`src/rtl/fdiv_pkg.sv`:
```
package fdiv_pkg;
  localparam int unsigned FDIV_W = 6;
  localparam int unsigned REG_W  = FDIV_W + 2;

  typedef struct packed {
    logic              loaded;
    logic              lock;
    logic [FDIV_W-1:0] div;
  } fdiv_reg_t;
endpackage

```
`src/rtl/fdiv_ctrl_reg.sv`:
```
module fdiv_ctrl_reg
  import fdiv_pkg::*;
(
  input  logic             clk_i,
  input  logic             rst_ni,
  input  logic             wr_en_i,
  input  logic [REG_W-1:0] wr_data_i,
  input  logic             special_mode_i,
  input  logic             busy_i,
  output fdiv_reg_t        reg_o,
  output logic             div_chg_o
);
  fdiv_reg_t q, d;
  logic      accept;

  assign accept = wr_en_i && !busy_i;

  always_comb begin
    d = q;
    if (accept) begin
      d.loaded = 1'b1;
      if (special_mode_i) begin
        d.lock = wr_data_i[FDIV_W];
        d.div  = wr_data_i[FDIV_W-1:0];
      end else begin
        d.lock = q.lock | wr_data_i[FDIV_W];
        // lock taken from the held value: a write may set lock and load div together
        if (!q.lock) d.div = wr_data_i[FDIV_W-1:0];
      end
    end
  end

  always_ff @(posedge clk_i or negedge rst_ni) begin
    if (!rst_ni) q <= '0;
    else         q <= d;
  end

  assign div_chg_o = accept && (d.div != q.div);
  assign reg_o     = q;
endmodule

```
`src/rtl/fdiv_prescaler.sv`:
```
module fdiv_prescaler #(
  parameter int unsigned CNT_W = 6
) (
  input  logic             clk_i,
  input  logic             rst_ni,
  input  logic             en_i,
  input  logic [CNT_W-1:0] div_i,
  input  logic             restart_i,
  output logic             tick_o
);
  logic [CNT_W-1:0] cnt_q;
  logic             wrap;

  assign wrap = (cnt_q == div_i);

  always_ff @(posedge clk_i or negedge rst_ni) begin
    if (!rst_ni)                       cnt_q <= '0;
    else if (restart_i || !en_i || wrap) cnt_q <= '0;
    else                               cnt_q <= cnt_q + 1'b1;
  end

  assign tick_o = en_i && wrap;
endmodule

```
`src/rtl/flash_tick_divider.sv`:
```
module flash_tick_divider
  import fdiv_pkg::*;
(
  input  logic             clk_i,
  input  logic             rst_ni,
  input  logic             wr_en_i,
  input  logic [REG_W-1:0] wr_data_i,
  input  logic             special_mode_i,
  input  logic             busy_i,
  output logic [REG_W-1:0] rd_data_o,
  output logic             tick_o,
  output logic             configured_o
);
  fdiv_reg_t reg_q;
  logic      div_chg;

  fdiv_ctrl_reg u_reg (
    .clk_i          (clk_i),
    .rst_ni         (rst_ni),
    .wr_en_i        (wr_en_i),
    .wr_data_i      (wr_data_i),
    .special_mode_i (special_mode_i),
    .busy_i         (busy_i),
    .reg_o          (reg_q),
    .div_chg_o      (div_chg)
  );

  fdiv_prescaler #(.CNT_W(FDIV_W)) u_pre (
    .clk_i     (clk_i),
    .rst_ni    (rst_ni),
    .en_i      (reg_q.loaded),
    .div_i     (reg_q.div),
    .restart_i (div_chg),
    .tick_o    (tick_o)
  );

  assign rd_data_o    = reg_q;
  assign configured_o = reg_q.loaded;
endmodule

```
`config.mk`:
```
export PLATFORM = sky130hd
export DESIGN_NAME = flash_tick_divider
export DESIGN_NICKNAME = d
export VERILOG_FILES = /design/src/rtl/fdiv_pkg.sv /design/src/rtl/fdiv_ctrl_reg.sv /design/src/rtl/fdiv_prescaler.sv /design/src/rtl/flash_tick_divider.sv
export SDC_FILE = /design/constraint.sdc
export NUM_CORES = 1
export LEC_CHECK = 0
export BUFFER_PORTS_ARGS = -buffer_cell sky130_fd_sc_hd__buf_2
export CAP_MARGIN = 25
export CELL_PAD_IN_SITES_DETAIL_PLACEMENT = 1
export CELL_PAD_IN_SITES_GLOBAL_PLACEMENT = 1
export CORE_UTILIZATION = 37
export DETAILED_ROUTE_END_ITERATION = 8
export PLACE_DENSITY_LB_ADDON = 0.1
export SYNTH_ARGS = -nofsm -noshare
export SYNTH_HDL_FRONTEND = slang
export SYNTH_SLANG_ARGS = --single-unit
```
`constraint.sdc`:
```
create_clock -name clk_i -period 1.8 [get_ports clk_i]
set_clock_uncertainty 0.05 [all_clocks]
set_input_delay 0.36 -clock clk_i [delete_from_list [all_inputs] [get_ports clk_i]]
set_output_delay 0.36 -clock clk_i [all_outputs]
set_load 0.01 [all_outputs]
```
Word level (Yosys, flattened, before mapping)
Cells that the tools add are included.
- add/sub/neg operators: 1
- bitwise logic cells: 1
- reductions and logical operators: 7
- eq/ne operators: 2
- mux-type cells: 4
- operator list (operator ; number):
    $mux W6 ; 3
    $mux W7 ; 1
    $add A6 B1 Y6 const B ; 1
    $eq A6 B6 Y1 ; 1
    $ne A6 B6 Y1 ; 1
    $logic_and A1 B1 Y1 ; 3
    $logic_not A1 Y1 ; 2
    $logic_or A1 B1 Y1 ; 2
    $or A1 B1 Y1 ; 1
- bits in registers: 14
- input port bits: 13
- logic and storage cells: 19

Longest topological paths before layout
Gate-level depths: netlist of run 1.
- depth after elaboration: 8
- mapped depth: 4
- gate-level depth less buffers: 4

By module
A second synthesis of run 1 with hierarchy kept.
- cell total of the unflattened synthesis: 63
- area total of the unflattened synthesis: 787.0 µm²
- modules (own cells, without submodules) (module ; cells an instance ; area an instance (µm²) ; times used):
    fdiv_ctrl_reg ; 28 ; 409.1 ; 1
    fdiv_prescaler ; 34 ; 370.4 ; 1
    flash_tick_divider ; 1 ; 7.5 ; 1

Least setup slack after synthesis of run 1
No wires, ideal clock.
- kind: reg-to-output
- from: reg u_reg.q (netlist bit u_reg.reg_o[0])
- to: out tick_o
- arrival time: 1.126 ns
- path slack: 0.264 ns
- required time: 1.390 ns
- stages on the path, launching flop included: 4
- path through: dfrtp_1 xnor2_1 nand2_1 nor4_1
- word-level cells in the longest chain between the ends: 2
- RTL lines (element ; RTL line ; text):
    from (decl) ; fdiv_ctrl_reg.sv:13 ; fdiv_reg_t q, d;
    from (signal assigned) ; fdiv_ctrl_reg.sv:34 ; if (!rst_ni) q <= '0;
    from (signal assigned) ; fdiv_ctrl_reg.sv:35 ; else q <= d;
    $eq A6 B6 Y1 ; fdiv_prescaler.sv:14 ; assign wrap = (cnt_q == div_i);
    $logic_and A1 B1 Y1 ; fdiv_prescaler.sv:22 ; assign tick_o = en_i && wrap;
    to (decl) ; flash_tick_divider.sv:11 ; output logic tick_o,
Every way passes these cells.

Final worst setup path of run 1
- from: reg u_pre.cnt_q[4]
- to: out tick_o
- word-level cells in the longest chain between the ends: 2
- RTL lines (element ; RTL line ; text):
    from (decl) ; fdiv_prescaler.sv:11 ; logic [CNT_W-1:0] cnt_q;
    from (signal assigned) ; fdiv_prescaler.sv:19 ; else cnt_q <= cnt_q + 1'b1;
    $eq A6 B6 Y1 ; fdiv_prescaler.sv:14 ;
    $logic_and A1 B1 Y1 ; fdiv_prescaler.sv:22 ;
Every way passes these cells.

==> results of run 1 <==
-- sequential cells by signal (all words and copies together), names as in the netlist --
signal	count
u_pre.cnt_q	6
u_reg.reg_o	8
-- cell families (layout without fill, tap and decap cells) --
kind of cell / count (synthesis) / in the layout / synth area share
AO/OA/AOI/OAI: 5 / 5 / 0.0635
XOR/XNOR: 16 / 16 / 0.192
adder cells (fa/ha/maj): 1 / 1 / 0.0171
buffers and inverters: 3 / 36 / 0.0206
flip-flops: 14 / 14 / 0.480
multiplexers: 6 / 6 / 0.0926
AND/OR/NAND/NOR: 17 / 17 / 0.134
-- area by class of cell --
class | instances | area (um^2) | area share
multi-input cells | 45 | 370 | 0.381
flip-flops and latches | 14 | 350 | 0.361
repair buffers | 30 | 175 | 0.180
clock buffers | 4 | 36.3 | 0.0374
well taps | 25 | 31.3 | 0.0322
inverters | 2 | 7.51 | 0.00773
-- critical path, cell delays in order (launching register included) --
cell	delay, ns
dfrtp_1	0.43
xnor2_1	0.15
nand2_1	0.10
nor4_2	0.23
buf_2	0.16
-- path summary, 6_finish.rpt --
kind	from	to	cells past startpoint
setup / recovery	u_pre.cnt_q[4]	tick_o	4
hold / removal	wr_data_i[6]	u_reg.reg_o[6]	2
setup reg to reg	u_reg.reg_o[5]	u_pre.cnt_q[3]	5
hold reg to reg	u_pre.cnt_q[0]	u_pre.cnt_q[0]	2
max in group asynchronous	rst_ni	u_pre.cnt_q[0]	2
min in group asynchronous	rst_ni	u_reg.reg_o[7]	2
-- through the flow --
| stage | setup slack [ns] | utilization | hold WS (ns) | setup TNS, ns |
|---|---|---|---|---|
| finish | 0.0288 | 0.545 | 0.225 | 0 |
| global route | -0.0826 | 0.545 | 0.222 | -0.0826 |
| CTS | -0.0628 | 0.512 | 0.213 | -0.0628 |
| detailed placement | 0.192 | 0.481 | 0.226 | 0 |
| global placement | 0.218 | 0.481 | 0.230 | 0 |
| floorplan | 0.264 | - | 0.0144 | 0 |
-- power by group --
group | switching, uW | total (uW) | internal [uW]
clock network | 105 | 228 | 123
logic | 204 | 462 | 258
registers | 84.4 | 477 | 393
-- what timing repair did --
action / CTS / global route
hold buffers: 1 / 0
endpoints found under the hold margin: 14 / 0
setup buffers: 1 / 7
gates resized for setup: 0 / 1
setup endpoints to repair: 1 / 1
pin swaps: 0 / 1
gates cloned: 0 / 0
-- routing by layer --
layer,vias to the layer above,track usage
li1,279,-
met1,283,0.188
met2,15,0.278
met3,2,0.0353
met4,0,0.106
met5,-,0
-- cells in the final DEF, fill, tap and decap left out, types with 2 or more instances in the layout --
master and n:
mux2_1 2, nand3_1 2, clkbuf_4 3, xnor2_1 10
nand2_1 4, buf_4 8, mux2_2 4, nor4_2 2
xor2_1 6, nor3_1 5, buf_2 21, dfrtp_1 14
==> results.md, run 1 <==
* DIE WIDTH at 46.4 um
* VDD IR max at 0.727 mV
* CTS root buf: clkbuf_4
* Max-capacitance violation count at 0
* Top Ports at 23
* Clock tree buffer depth at 2
* Drt wl/cell at 12.5 um
* Clk_lat worst skew at 0.28 ns
* Fraction of registers with async set/reset at 1.00
* Syn Nets at 76
* Placed inst area at 858 um^2
* Post-synth top area cell: dfrtp_1
* Post-synth top cells: dfrtp_1, xnor2_1, xor2_1, nor3_1
* Post-DR vias/cell at 4.83
* Worst Hold Class: in2reg
* Core footprint at 1780 um^2
* DIE HEIGHT at 46.4 um
* Maximum clock frequency at 565 MHz
* Clock Sinks at 14
* Slew Limit Fails at 0
* Crit Path Max Fanout at 3
* # setup viols final at 0
* Met2 wire len at 782 um
* Pleak at 0.000447 uW
* Worst setup SP type: flip-flop
* Initial antenna violation count at 0
* RD Place Congestion at 0.681
* Final Non-Filler Cells at 120
* Total CTS buffers at 3
* Vias at 579
* Dominant cells by area after synthesis: dfrtp_1, xnor2_1, xor2_1
* Max-slew headroom at 0.645
* Total Routed Length at 1.50 mm
* Arr. time, crit path at 1.36 ns
* Synthesis-to-layout area growth at 33.1%
* Final hold violations at 0
* Net count reported at finish at 110
* Power Density at 1200 nW/um^2
* Number of synthesized flops with an enable pin at 0
* # placed instances at 107
* CTS tree: yes
* Initial core utilization at 0.409
* Routed wl met3 at 67 um
* CP required at 1.39 ns
* Synth warn at 0
* Period utilization at 0.984
* Pin count of the biggest net entering global routing at 15
* Instance count of the mapped netlist at 62
* Reg-to-reg slack, setup at 0.16 ns
* HPWL Detailed at 1.11 mm
* Unrepaired setup endpoints after global routing: yes
* Worst Setup End Kind: output port
* CP Class: reg2out
* Reg clk slew, reported paths at 0.09 ns
* DRC violations left at 0
* Vias in the first global route at 534
* Syn Std Cell Area at 729 um^2
* DRT Pass-1 Iters at 4
* Final instance area at 971 um^2
* Total GRT Usage at 0.166
* Sequential area share after synthesis at 0.480
* Number of fill cells at 210
* Met1 wire length at 637 um
* Final ANT Viol Nets at 0
* # port buffers at 21
* Min Tclk post-route at 1.77 ns
* Diode count at 0
* First-pass GRT wire length at 2.36 mm
* Synthesized area per cell at 11.8 um^2
* Most common flop cell mapped by yosys: dfrtp_1
* Actual slew at the worst max-slew pin at 0.530 ns
* Initial detailed-routing violation count at 1
* Status: finished clean
* CTS H-tree lvls at 1
* Post-synth top area share at 0.480
* Overall Power at 1170 uW
* Most instantiated library cell after synthesis: dfrtp_1
* GRT overflow at 0
* Top Layer Used: met4
* Yosys cell types at 23
* Rows at 15
* Flops & latches, synth at 14
* Layout cells sized above 1 at 0.474
* Die area at 2150 um^2
No activity file was read; power rests on OpenSTA's default activity.
==> run 2, diff against run 1 <==
- ABC_AREA: default -> 1
- CELL_PAD_IN_SITES_DETAIL_PLACEMENT: 1 -> 2
- CELL_PAD_IN_SITES_GLOBAL_PLACEMENT: 1 -> 2
- CORE_UTILIZATION: 37 -> 27
==> run 2 against run 1 <==
The flow now finishes with violations (negative setup slack). Via count increased by 57%. Total power decreased by 10%. Final cell count increased by 67%. Critical path type unchanged. Critical endpoint unchanged. Largest power group unchanged. Highest routed layer unchanged.
==> results.md, run 2 <==
* Status: finished with violations
* Failing checks: negative setup slack
* Clock power share at 0.224 (+0.029)
* Post-synth top area share at 0.402 (-0.0780)
* Most common flop cell mapped by yosys: dfrtp_1
* Syn Std Cell Area at 871 um^2 (+19%)
* Synth warn at 0 (unchanged)
* Vias at 908 (+57%)
* Min Tclk post-route at 1.86 ns (+0.0875 ns)
* Pin count of the biggest net entering global routing at 15 (unchanged)
* Sequential area share after synthesis at 0.402 (-0.0780)
* Worst setup SP type: flip-flop
* Met1 wire length at 1.14 mm (+78%)
* GRT overflow at 0 (unchanged)
* Actual slew at the worst max-slew pin at 0.516 ns (-0.0140 ns)
* Overall Power at 1050 uW (-10%)
* Clock tree buffer depth at 2 (unchanged)
* Post-synth top area cell: dfrtp_1
* CTS H-tree lvls at 1 (unchanged)
* Post-synth top cells: inv_1, nand2_1, dfrtp_1, nand4_1, nor2_1
* Instance count of the mapped netlist at 120 (+94%)
* CTS root buf: clkbuf_4
* Layout cells sized above 1 at 0.295 (-0.179)
* # port buffers at 21 (unchanged)
* # setup viols final at 1 (+1)
* Max-slew headroom at 0.656 (+0.0111)
* Clk_lat worst skew at 0.29 ns (about the same)
* Most instantiated library cell after synthesis: inv_1
* DIE WIDTH at 58.8 um (+27%)
* Seq pwr share at 0.405 (-0.004)
* DRC violations left at 0 (unchanged)
* Net count reported at finish at 171 (+55%)
* Total CTS buffers at 3 (unchanged)
* Combinational power share at 0.371 (-0.025)
* Pleak at 0.000625 uW (+40%)
* Initial detailed-routing violation count at 19 (+18)
* Vias in the first global route at 959 (+80%)
* Final hold violations at 0 (unchanged)
* Synthesized area per cell at 7.26 um^2 (-38%)
* Syn Nets at 134 (+76%)
* Worst Hold Class: in2reg
* Diode count at 0 (unchanged)
* Reg2Reg Depth at 10 (+5)
* Multi-input logic area at 387 um^2 (+4.4%)
* CP Class: reg2out
* Synthesis-to-layout area growth at 32.9%
* Max reg flops at 8 (unchanged)
* Drt wl/cell at 12.8 um (+2.6%)
* Number of synthesized flops with an enable pin at 0 (unchanged)
* Int Pwr at 672 uW (-13%)
* Core footprint at 3050 um^2 (+71%)
* Most frequent cells in the layout: inv_1, nand2_1, buf_2
* Unrepaired setup endpoints after global routing: yes
* Top Layer Used: met4
* Arr. time, crit path at 1.45 ns (+0.09 ns)
* Period utilization at 1.03 (+0.0486)
* RD Place Congestion at 0.716 (+5.2%)
* HPWL Detailed at 1.88 mm (+70%)
* CTS tree: yes
* Setup ws final at -0.0587 ns (-0.0875 ns)
* DRT Pass-1 Iters at 4 (unchanged)
* VDD IR max at 0.417 mV (-43%)
* Initial antenna violation count at 0 (unchanged)
* Post-DR vias/cell at 4.54 (-5.9%)
* Total Routed Length at 2.57 mm (+71%)
* First-pass GRT wire length at 4.26 mm (+81%)
* Top Ports at 23 (unchanged)
* Met2 wire len at 1.29 mm (+65%)
* Fraction of registers with async set/reset at 1.00 (unchanged)
* Power Density at 905 nW/um^2 (-25%)
* Switching share of power at 0.359 (+0.0219)
* Switching power at 376 uW (-4.4%)
* # placed instances at 182 (+70%)
* Final Non-Filler Cells at 200 (+67%)
* Worst Setup End Kind: output port
* Dominant cells by area after synthesis: dfrtp_1, inv_1, nand2_1
* DIE HEIGHT at 58.8 um (+27%)
* Initial core utilization at 0.285 (-0.124)
* Crit Path Max Fanout at 2 (-1)
* Die area at 3460 um^2 (+61%)
* Rows at 20 (+5)
* Routed wl met3 at 80 um (+19%)
* Yosys cell types at 20 (-13%)
* Leading cell type in the layout, fill and taps excluded: inv_1
* Hold path depth at 3 (+1)
* CP required at 1.39 ns (about the same)
* Max-capacitance violation count at 0 (unchanged)
* Reg clk slew, reported paths at 0.09 ns (about the same)
* Register area at 350 um^2 (unchanged)
* Maximum clock frequency at 538 MHz (-4.7%)
* Flops & latches, synth at 14 (unchanged)
* Final ANT Viol Nets at 0 (unchanged)
* Number of fill cells at 389 (+85%)
* Slew Limit Fails at 0 (unchanged)
* Total GRT Usage at 0.172 (+0.00578)
* Clock Sinks at 14 (unchanged)
[run 2: changes by cell type in the layout (fill, tap and decap cells not counted), sizes merged, moves of 5 or more]
cell,previous run,this run
inv,2,29
nand2,4,26
mux2,6,0
nand4,0,11
o21ai,1,6
buf,29,35
nor2,1,12
xnor2,10,3
[run 2: layer usage]
layer  global-route usage  up-vias
met5                    0        -
met4               0.0884        0
met3               0.0374        7
met2                0.284       13
met1                0.209      444
li1                     -      444
[run 2: final timing paths]
kind	start	endpoint	slack (ns)
worst max-delay path	u_pre.cnt_q[0]	tick_o	-0.06
min in group asynchronous	rst_ni	u_reg.reg_o[6]	0.44
worst min-delay path	wr_data_i[6]	u_reg.reg_o[6]	0.24
worst max register to register	u_reg.reg_o[2]	u_pre.cnt_q[3]	0.24
worst min register to register	u_reg.reg_o[7]	u_reg.reg_o[7]	0.51
max in group asynchronous	rst_ni	u_pre.cnt_q[1]	1.01
[run 2: logic make-up (layout without fill, tap and decap cells)]
kind of cell | Yosys count | in the layout | synth area share
and+or+nand+nor | 58 | 58 | 0.316
buffers and inverters | 33 | 69 | 0.161
DFF | 14 | 14 | 0.402
AOI/OAI and AO/OA | 8 | 8 | 0.0460
xor gates and xnor gates | 6 | 6 | 0.0604
adders and majority gates | 1 | 1 | 0.0144
[run 2: what timing repair did]
action	4_1_cts	5_1_grt
pin swaps	1	2
hold endpoints to repair	14	0
setup buffers	12	1
endpoints found under the setup margin	1	1
gates resized for setup	2	0
hold buffers	1	0
[run 2: power by group through the flow]
| stage | Combinational, uW | Clock (uW) | Sequential (uW) |
|---|---|---|---|
| after floorplan | 186 | 0 | 442 |
| after global placement | 274 | 0 | 443 |
| after detailed placement | 290 | 0 | 448 |
| after CTS | 387 | 245 | 424 |
| after global routing | 449 | 253 | 433 |
| final | 389 | 235 | 424 |
[run 2: cell type report]
| class | instances | area share |
|---|---|---|
| inverter | 29 | 0.0941 |
| tap | 44 | 0.0476 |
| multi-input combinational | 73 | 0.334 |
| sequential | 14 | 0.303 |
| clock buffer | 4 | 0.0314 |
| timing repair buffer | 36 | 0.190 |
[run 2: metrics by stage]
stage | utilization | hold slack, ns | cell area (um^2) | worst slack [ns] | TNS, ns
floorplan | - | 0.0144 | 871 | 0.280 | 0
global placement | 0.330 | 0.233 | 1010 | 0.141 | 0
detailed placement | 0.330 | 0.229 | 1010 | 0.0861 | 0
CTS | 0.377 | 0.237 | 1150 | -0.0570 | -0.0570
global route | 0.379 | 0.272 | 1160 | -0.125 | -0.125
finish | 0.379 | 0.243 | 1160 | -0.0587 | -0.0587
[run 2: worst max-delay path: stages (launching register included)]
cell	delay, ns
dfrtp_1	0.42
xnor2_1	0.17
nand2_1	0.10
nor4_2	0.28
buf_2	0.18
